### config.mk
export PLATFORM = sky130hd
export DESIGN_NAME = wdog_pulse
export DESIGN_NICKNAME = d
export VERILOG_FILES = /design/src/rtl/wdog_pulse.sv
export SDC_FILE = /design/constraint.sdc
export NUM_CORES = 1
export LEC_CHECK = 0
export BUFFER_PORTS_ARGS = -buffer_cell sky130_fd_sc_hd__buf_2
export CORE_ASPECT_RATIO = 1.5
export CORE_MARGIN = 2
export CORE_UTILIZATION = 35
export DETAILED_ROUTE_END_ITERATION = 7
export SYNTH_ARGS = -nofsm -noshare
export SYNTH_HDL_FRONTEND = slang
export SYNTH_SLANG_ARGS = --single-unit
### constraint.sdc
create_clock -name clk -period 2.6 [get_ports clk]
set_input_delay 0.13 -clock clk [delete_from_list [all_inputs] [get_ports clk]]
set_output_delay 0.13 -clock clk [all_outputs]
set_load 0.01 [all_outputs]
### src/rtl/wdog_pulse.sv
module wdog_pulse #(
  parameter int N_OUT    = 3,
  parameter int CNT_W    = 12,
  parameter int LOW_BITS = 12,
  parameter int PRE_STEP = 3
) (
  input  logic             clk,
  input  logic             rst_n,
  input  logic             wr_en,
  input  logic [1:0]       wr_addr,
  input  logic [31:0]      wr_data,
  output logic [N_OUT-1:0] wdt_out,
  output logic             tmo_flag
);
  localparam int CW    = CNT_W + LOW_BITS;
  localparam int PRE_W = 4 * PRE_STEP;
  localparam logic [11:0] MODE_KEY  = 12'hABC;
  localparam logic [15:0] START_KEY = 16'h1999;

  typedef enum logic [1:0] {S_OFF, S_RUN, S_PULSE, S_HALT} st_t;
  st_t st;

  logic             en_r;
  logic [N_OUT-1:0] oen_r;
  logic [1:0]       wsel_r, psel_r;
  logic [CNT_W-1:0] cfld_r;
  logic [CW-1:0]    cnt;
  logic [PRE_W-1:0] pre;
  logic [5:0]       pw;
  logic             unused_bits;

  assign unused_bits = ^wr_data;

  wire mode_wr = wr_en && wr_addr == 2'd0 && wr_data[31:20] == MODE_KEY;
  wire time_wr = wr_en && wr_addr == 2'd1;
  wire kick_ok = wr_en && wr_addr == 2'd2 && wr_data[15:0] == START_KEY;
  wire clr_wr  = wr_en && wr_addr == 2'd3 && wr_data[0];
  wire stop_wr = mode_wr && !wr_data[0];
  wire en_rise = mode_wr && wr_data[0] && !en_r;
  wire reload  = en_rise || (kick_ok && en_r && st != S_PULSE);

  wire [PRE_W-1:0] div_last = {PRE_W{1'b1}} >> (PRE_STEP * (3 - int'(psel_r)));
  wire counting = (st == S_RUN) || (st == S_PULSE);
  wire tick     = counting && pre == div_last;
  wire [CW-1:0] start_val = {cfld_r, {LOW_BITS{1'b1}}};
  wire [5:0] pw_load = (6'd4 << wsel_r) - 6'd1;

  assign wdt_out = (st == S_PULSE) ? oen_r : '0;

  always_ff @(posedge clk or negedge rst_n) begin
    if (!rst_n) begin
      en_r   <= 1'b0;
      oen_r  <= '0;
      wsel_r <= '0;
      psel_r <= '0;
      cfld_r <= '0;
    end else begin
      if (mode_wr) begin
        en_r   <= wr_data[0];
        oen_r  <= wr_data[N_OUT:1];
        wsel_r <= wr_data[9:8];
      end
      if (time_wr) begin
        psel_r <= wr_data[1:0];
        cfld_r <= wr_data[CNT_W+1:2];
      end
    end
  end

  always_ff @(posedge clk or negedge rst_n) begin
    if (!rst_n) begin
      st  <= S_OFF;
      cnt <= '0;
      pre <= '0;
      pw  <= '0;
    end else if (stop_wr) begin
      st  <= S_OFF;
      pre <= '0;
    end else if (reload) begin
      st  <= S_RUN;
      cnt <= start_val;
      pre <= '0;
    end else begin
      if (counting) pre <= tick ? '0 : pre + 1'b1;
      if (tick) begin
        if (st == S_RUN) begin
          if (cnt == '0) begin
            st <= S_PULSE;
            pw <= pw_load;
          end else begin
            cnt <= cnt - 1'b1;
          end
        end else if (pw == '0) begin
          st <= S_HALT;
        end else begin
          pw <= pw - 1'b1;
        end
      end
    end
  end

  always_ff @(posedge clk or negedge rst_n) begin
    if (!rst_n)                                tmo_flag <= 1'b0;
    else if (tick && st == S_RUN && cnt == '0) tmo_flag <= 1'b1;
    else if (clr_wr)                           tmo_flag <= 1'b0;
  end

  assert_pulse_from_zero_R2: assert property (@(posedge clk) disable iff (!rst_n)
    $rose(st == S_PULSE) |-> $past(cnt) == '0);

  assert_flag_with_pulse_R7: assert property (@(posedge clk) disable iff (!rst_n)
    $rose(|wdt_out) |-> tmo_flag);

  assert_bad_kick_ignored_R5: assert property (@(posedge clk) disable iff (!rst_n)
    (wr_en && wr_addr == 2'd2 && !kick_ok && !mode_wr && st == S_RUN && !tick) |=> $stable(cnt));

  assert_halt_holds_R8: assert property (@(posedge clk) disable iff (!rst_n)
    (st == S_HALT && !kick_ok && !mode_wr) |=> (st == S_HALT && wdt_out == '0));

  assert_disable_quiet_R9: assert property (@(posedge clk) disable iff (!rst_n)
    stop_wr |=> wdt_out == '0);

  assert_kick_in_pulse_R10: assert property (@(posedge clk) disable iff (!rst_n)
    (st == S_PULSE && kick_ok && !mode_wr && !tick) |=> (st == S_PULSE && $stable(pw)));
endmodule

Word level (Yosys, flattened, before mapping)
Cells that the tools add are included.
{"block": "classes", "addsub": 5, "mul": 1, "eq_ne": 13, "shifts": 2, "mux": 20, "bitwise_logic": 2, "reduce_logical": 31}
{"op": "$mux 24", "count": 4}
{"op": "$mux 12", "count": 4}
{"op": "$shr 12x32->12 const A", "count": 1}
{"op": "$logic_not 24->1", "count": 1}
{"op": "$sub 24x1->24 const B", "count": 1}
{"op": "$mux 6", "count": 3}
{"op": "$eq 16x13->1 const B", "count": 1}
{"op": "$logic_and 1x1->1", "count": 15}
{"op": "$add 12x1->12 const B", "count": 1}
{"op": "$eq 12x12->1", "count": 1}
{"op": "$eq 12x12->1 const B", "count": 1}
{"op": "$mux 2", "count": 6}
{"op": "$sub 6x1->6 const B", "count": 2}
{"op": "$eq 2x2->1 const B", "count": 3}
{"op": "$logic_not 6->1", "count": 1}
{"op": "$mul 3x3->6 const A", "count": 1}
{"op": "$ne 2x2->1 const B", "count": 3}
{"op": "$reduce_bool 2->1", "count": 3}
{"op": "$reduce_bool 3->1", "count": 2}
{"op": "$shl 3x2->6 const A", "count": 1}
{"op": "$reduce_and 5->1", "count": 1}
{"op": "$eq 2x1->1 const B", "count": 2}
{"op": "$ne 4x3->1 const B", "count": 1}
{"op": "$reduce_and 4->1", "count": 1}
{"op": "10 further kinds", "count": 14}
{"block": "totals", "ff_bits": 65, "out_inout_bits": 4, "elab_cells": 84}

Logic depth before layout (Yosys ltp)
Gate-level depths: netlist of the first run.
{"block": "depth", "ltp_word": 9, "mapped_depth": 11, "mapped_depth_nobuf": 10}

Least setup slack after synthesis of the first run
OpenSTA, ideal clock, no wires.
{"block": "synth_path", "kind": "register to register", "startpoint": "register st[0]", "endpoint": "register cnt[8]", "setup_ns": 0.137, "arrival_time_ns": 2.193, "setup_slack_ns": 0.270, "path_stages_with_launch": 11, "n_path_buf": 2, "synth_period_minus_slack_ns": 2.330, "path_cell_list": "dfrtp_1 > inv_1 > ha_1 > clkbuf_1 > inv_1 > o2111ai_1 > nor4_2 > buf_4 > nand2_1 > o41ai_1 > o31ai_1"}
{"block": "synth_between", "elab_chain_cells": 5, "word_cells_on_any_way": 12}
{"element": "start: declaration", "line": "21", "text": "st_t st;"}
{"element": "start signal: assignment", "line": "72", "text": "st <= S_OFF;"}
{"element": "start signal: assignment", "line": "77", "text": "st <= S_OFF;"}
{"element": "start signal: assignment", "line": "80", "text": "st <= S_RUN;"}
{"element": "$ne 2x2->1 (tied with other cells)", "line": "40", "text": "wire reload = en_rise || (kick_ok && en_r && st != S_PULSE);"}
{"element": "$logic_and 1x1->1 / $logic_or 1x1->1 (equally long branches)", "line": "40, 43"}
{"element": "$logic_or 1x1->1 / $logic_and 1x1->1 (equally long branches)", "line": "40, 44"}
{"element": "$ne 2x2->1 (no line) / $reduce_bool 2->1 (equally long branches)"}
{"element": "$reduce_and 4->1 (no line)"}
{"element": "end signal: assignment", "line": "81", "text": "cnt <= start_val;"}
{"element": "end signal: assignment", "line": "91", "text": "cnt <= cnt - 1'b1;"}
{"element": "end: declaration", "line": "27", "text": "logic [CW-1:0] cnt;"}
Several ways; a longest one is shown, not always the timed one.
A chain may end at the register's enable or synchronous reset.

Worst setup path in the final report of the first run
{"block": "layout_path", "startpoint": "register pre[4]", "endpoint": "register cnt[20]"}
{"block": "layout_between", "elab_chain_cells": 4}
{"element": "start: declaration", "line": "28", "text": "logic [PRE_W-1:0] pre;"}
{"element": "start signal: assignment", "line": "84", "text": "if (counting) pre <= tick ? '0 : pre + 1'b1;"}
{"element": "$eq 12x12->1", "line": "44", "text": "wire tick = counting && pre == div_last;"}
{"element": "$logic_and 1x1->1", "line": "44"}
{"element": "$reduce_bool 2->1 (no line)"}
{"element": "$reduce_and 4->1 (no line)"}
No other way between the ends.

==> out/results.ini, run 1 <==
[outcome]
status = finished clean

[critical_path]
crit_path_max_fanout = 10
cpPeakStageDelay_ns = 0.62
cp_slowest_cell = or4_4
worst_path_dominant_cell_family = simple AND/OR/NAND/NOR gates
cp.arrival_ns = 2.68
critPathCaptureType = flop
path_class = flop to flop
path_buf_inv = 0
critPathLaunchType = flop
crit_chain = or3_1, mux2_4, or4_4, o21ai_1, nor3b_1, o211ai_1
required_ns = 2.80

[power_and_ir_drop]
p_per_area_nw_per_um2 = 567.6
ir_drop_uv = 516.7
leakage_nw = 1.827

[floorplan]
num_rows = 46
dieArea_sq_um = 11600
io_pins = 41
die_w_microns = 88.61
core_sq_um = 10530
initial_core_util_pct = 35.69
die_h_microns = 130.9

[routing]
drt_iter0_drc = 170
drc = 0
vias_per_cell = 5.577
drt-total-wl_microns = 9843
wl_per_cell_microns = 16.71
vias = 3285
drtPass1Iterations = 4
ant_nets = 0

[clock_tree]
numCtsBuffers = 9
clk_pin_slew_ns = 0.06
htree_levels = 3
clkSinkCount = 65
root_buffer = clkbuf_16
clk_path_buf_depth = 2
tritoncts = yes
clk_latency_ns = 0.33

[synthesis]
synth_cell_types = 58
ys_seq_elements = 65
yosysWarnings = 0
yosysTopAreaCellShare_pct = 43.28
syn_avg_cell_area_sq_um = 9.515
yosysSeqAreaShare_pct = 43.28
synthFlopType = dfrtp_1
syn_nets = 439
synth-async-reset-ratio_pct = 100.0
yosys-top-cells-area = dfrtp_1 43%, mux2_2 6.3%, a21oi_1 3.6%
syn_area_sq_um = 3759
syn_inst = 395
synth-edff-count = 0
synth_area_leader_cell = dfrtp_1

[grt]
grt.overflow.total = 0
grt_max_degree = 39
grt_pass1_vias = 3440
antenna_found_initial = 0
grtUsageTotal_pct = 18.96
grt_pass1_wl_microns = 16780

[place]
placedCellCount = 572
portBuffers = 36
place_hpwl_microns = 7323
gp_congestion = 0.8949

[sta]
setup_violations = 0
rsz0062_at_grt = no
tightestPinTransition_ns = 0.6982
period_minus_slack_ns = 2.478
slew_headroom_pct = 53.31
setup_tns_ns = 0
period_share_pct = 95.32
fin_skew_ns = 0.005527
hold_viol = 0
slew_violations = 0
max_freq_mhz = 403.5

[final_layout]
drive_above_1_share_pct = 22.70
antennaDiodeCount = 0
fin_nets = 484
layout-area-overhead-vs-synth_pct = 20.21
fin_cells = 589

[min_path]
hold_path_class = input pin to flop

[flow_run]
max_cap_violations = 0

## cell usage after synthesis (all sizes together), types with 2 or more instances
| cell type | n |
|---|---|
| o211ai | 3 |
| dfrtp | 65 |
| nor4 | 10 |
| o21a | 2 |
| nand4 | 18 |
| nor2b | 3 |
| and2 | 8 |
| nand2b | 4 |
| a2bb2oi | 2 |
| buf | 6 |
| nor3 | 12 |
| o21ai | 8 |
| a21oi | 27 |
| nand3b | 2 |
| or2 | 3 |
| xnor2 | 5 |
| inv | 10 |
| a21boi | 2 |
| xor2 | 7 |
| o31ai | 9 |
| o32ai | 2 |
| and3 | 7 |
| nor2 | 36 |
| o2111ai | 2 |
| nor4bb | 4 |
| nand3 | 19 |
| or3 | 8 |
| nor4b | 3 |
| a41oi | 3 |
| mux2i | 2 |
| a2111oi | 2 |
| nor3b | 4 |
| a31oi | 6 |
| clkbuf | 13 |
| o22a | 5 |
| ha | 7 |
| or4 | 4 |
| mux2 | 22 |
| o41ai | 6 |
| o22ai | 4 |
| nand2 | 23 |
## cells in the final DEF, fill, tap and decap left out, drive strengths merged, types with 8 or more instances in the layout
cell / synthesis / final
a21oi: 27 / 27
and2: 8 / 8
buf: 6 / 52
clkbuf: 13 / 10
dfrtp: 65 / 65
inv: 10 / 11
mux2: 22 / 22
nand2: 23 / 23
nand3: 19 / 19
nand4: 18 / 18
nor2: 36 / 36
nor3: 12 / 12
nor4: 10 / 10
o21ai: 8 / 8
o31ai: 9 / 9
or3: 8 / 8
## power breakdown
part	switching (mW)	internal [mW]
registers	0.0349	1.06
clock network	0.461	0.866
logic	0.0683	0.0762
total	0.564	2.00
## worst paths after layout
check | from | to | slack [ns] | cells after the start
min in group asynchronous | rst_n | oen_r[0]$_DFFE_PN0N_ | 0.38 | 2
worst min register to register | pw[5]$_DFFE_PN0P_ | pw[5]$_DFFE_PN0P_ | 0.50 | 1
max in group asynchronous | rst_n | cnt[8]$_DFFE_PN0P_ | 1.58 | 3
worst min-delay path | wr_data[11] | cfld_r[9]$_DFFE_PN0P_ | 0.04 | 2
worst max-delay path | pre[4]$_DFFE_PN0P_ | cnt[20]$_DFFE_PN0P_ | 0.12 | 6
worst max register to register | pre[4]$_DFFE_PN0P_ | cnt[20]$_DFFE_PN0P_ | 0.12 | 6
## logic make-up after synthesis
kind of cell | after synthesis | synth area share [%]
adders and majority gates | 7 | 2.330
and+or+nand+nor | 171 | 25.23
muxes | 24 | 7.224
DFF | 65 | 43.28
AOI/OAI and AO/OA | 87 | 15.78
xor gates and xnor gates | 12 | 2.796
buffers and inverters | 29 | 3.362
## sequential cells by signal, summed over array words and instances, names as in the netlist
name,cells
pw,6
wsel_r,2
tmo_flag,1
cnt,24
st,2
psel_r,2
pre,12
en_r,1
cfld_r,12
oen_r,3
## what timing repair did
item / in CTS / in global routing
hold endpoints to repair: 27 / 0
setup buffers: 0 / 0
setup endpoints to repair: 0 / 3
resized for setup: 0 / 1
hold buffers: 1 / 0
## through the flow
| step | hold WS (ns) | power [mW] | setup slack [ns] | util (%) | cell area [sq um] |
|---|---|---|---|---|---|
| 2_1_floorplan | -0.1656 | 1.173 | 0.2702 | - | 3759 |
| 3_3_place_gp | 0.2053 | 1.251 | 0.2186 | 39.64 | 4175 |
| 3_5_place_dp | 0.2063 | 1.257 | 0.1785 | 39.64 | 4175 |
| 4_1_cts | 0.03553 | 2.593 | 0.1614 | 42.85 | 4513 |
| 5_1_grt | 0.03959 | 2.669 | 0.01851 | 42.90 | 4518 |
| 6_report | 0.04232 | 2.565 | 0.1218 | 42.90 | 4518 |
## routing by layer
layer | track usage (%) | share of wire (%) | wire length (microns) | up-vias
met1 | 21.53 | 40 | 3960 | 1627
met2 | 32.95 | 55 | 5415 | 62
met4 | 11.41 | 2.4 | 237 | 0
met3 | 3.015 | 2.3 | 230 | 14
li1 | - | - | - | 1582
met5 | 0 | 0 | 0 | -
## area by class of cell
type	instances	area (sq um)
clock buffer	10	239.0
clock inverter	6	88.84
fill	1012	6015
inverter	10	37.54
multi-input combinational	301	2011
sequential	65	1627
tap	144	180.2
timing repair buffer	53	335.3
Note: power is estimated with default switching activity, not from simulation.
==> run 2: changes to the inputs <==
Settings changed: SETUP_SLACK_MARGIN from default to 0.5.
==> out/results.ini, run 2 (synthesized netlist as in run 1, its figures left out) <==
[outcome]
status = finished clean

[power_and_ir_drop]
leakage_nw = 2.044
p_per_area_nw_per_um2 = 501.5
ir_drop_uv = 416.2
finalPower_mw = 2.598

[sta]
setup_tns_ns = 0
period_share_pct = 90.90
max_freq_mhz = 423.1
setup_ws_ns = 0.2366
rsz0062_at_grt = yes
period_minus_slack_ns = 2.363
tightestPinTransition_ns = 0.7747
slew_headroom_pct = 48.35
slew_violations = 0
hold_viol = 0
setup_violations = 0
fin_skew_ns = 0.004515

[routing]
drtPass1Iterations = 5
drc = 0
drt_iter0_drc = 140
wl_per_cell_microns = 18.05
vias_per_cell = 5.689
vias = 3533
drt-total-wl_microns = 11210
ant_nets = 0

[critical_path]
cpPeakStageDelay_ns = 0.63
cp.arrival_ns = 2.61
crit_chain = or3_1, mux2_4, or4_4, o31ai_4, a21oi_1, a41oi_2
required_ns = 2.85
cp_slowest_cell = or4_4
critPathLaunchType = flop
path_class = flop to flop
crit_path_max_fanout = 5
critPathCaptureType = flop
path_buf_inv = 0
worst_path_dominant_cell_family = simple AND/OR/NAND/NOR gates

[clock_tree]
tritoncts = yes
numCtsBuffers = 9
clk_path_buf_depth = 2
clk_latency_ns = 0.34
root_buffer = clkbuf_16
clkSinkCount = 65
htree_levels = 3
clk_pin_slew_ns = 0.06

[place]
gp_congestion = 0.9387
portBuffers = 36
place_hpwl_microns = 7367
post-place-ws_ns = 0.1688

[grt]
grt_pass1_vias = 3611
grtUsageTotal_pct = 19.99
antenna_found_initial = 0
grt_max_degree = 36
grt.overflow.total = 0
grt_pass1_wl_microns = 17710

[final_layout]
top_regs = cnt (24), cfld_r (12), pre (12)
fin_nets = 516
layout-area-overhead-vs-synth_pct = 37.85
largest_reg_flops = 24
drive_above_1_share_pct = 37.95
final_cell_mix = 65 x dfrtp_1, 36 x buf_2, 36 x buf_4
regMostFlops = cnt
antennaDiodeCount = 0
final_common_cell = dfrtp_1

[floorplan]
dieArea_sq_um = 11600
core_sq_um = 10530
die_h_microns = 130.9
initial_core_util_pct = 35.69
num_rows = 46
die_w_microns = 88.61
io_pins = 41

[min_path]
hold_path_class = input pin to flop

[flow_run]
max_cap_violations = 0

## run 2: changes by cell type in the layout (fill, tap and decap cells not counted), moves of 4 or more
| cell | delta |
|---|---|
| o41ai_1 | -6 |
| buf_6 | +7 |
| buf_4 | +22 |
| o41ai_2 | +5 |
| o31ai_1 | -4 |
## run 2: layout make-up
type	count	area (sq um)
Inverter	10	38.79
Fill cell	954	5351
Clock inverter	7	101.3
Clock buffer	9	225.2
Timing Repair Buffer	83	599.3
Tap cell	144	180.2
Multi-Input combinational cell	303	2410
Sequential cell	65	1627
## run 2: where the power goes
group	internal [mW]	switching, mW
logic	0.0798	0.0771
clock network	0.849	0.494
registers	1.06	0.0405
## run 2: what timing repair did
action	in CTS	in global routing
hold buffers	1	0
pin swaps	17	25
cloned	1	1
buffers inserted	18	10
endpoints found under the setup margin	38	34
hold endpoints to repair	30	0
gates resized for setup	37	34
## run 2: metrics by stage
step / util, % / instance area, sq um / cells / hold WS, ns
finish: 49.19 / 5181 / 621 / 0.03159
global route: 49.19 / 5181 / 621 / 0.03709
CTS: 46.73 / 4922 / 610 / 0.03024
detailed placement: 40.63 / 4279 / 574 / 0.2563
global placement: 40.63 / 4279 / 574 / 0.2510
floorplan: - / 3854 / 395 / -0.1656
## run 2: final timing paths
path | start | endpoint | slack, ns | depth (start not counted)
setup / recovery | pre[4]$_DFFE_PN0P_ | cnt[4]$_DFFE_PN0P_ | 0.24 | 6
hold / removal | wr_data[11] | cfld_r[9]$_DFFE_PN0P_ | 0.03 | 2
setup reg to reg | pre[4]$_DFFE_PN0P_ | cnt[4]$_DFFE_PN0P_ | 0.24 | 6
hold reg to reg | pw[5]$_DFFE_PN0P_ | pw[5]$_DFFE_PN0P_ | 0.49 | 1
max in group asynchronous | rst_n | cnt[13]$_DFFE_PN0P_ | 1.55 | 3
min in group asynchronous | rst_n | pre[9]$_DFFE_PN0P_ | 0.41 | 2
## run 2: metal layers
metal | wire length (microns) | vias up | part of all wire (%) | track usage (%)
met3 | 292 | 24 | 2.6 | 3.204
met5 | 0 | - | 0 | 0
met2 | 6141 | 76 | 55 | 36.40
li1 | - | 1656 | - | -
met1 | 4427 | 1777 | 39 | 22.48
met4 | 350 | 0 | 3.1 | 9.091
## run 2: worst register-to-register path: stages, from the launching register on
cell and delay [ns]:
dfrtp_1 0.38, or3_1 0.38, mux2_4 0.32, or4_4 0.63, o31ai_4 0.22, a21oi_1 0.12
a41oi_2 0.21
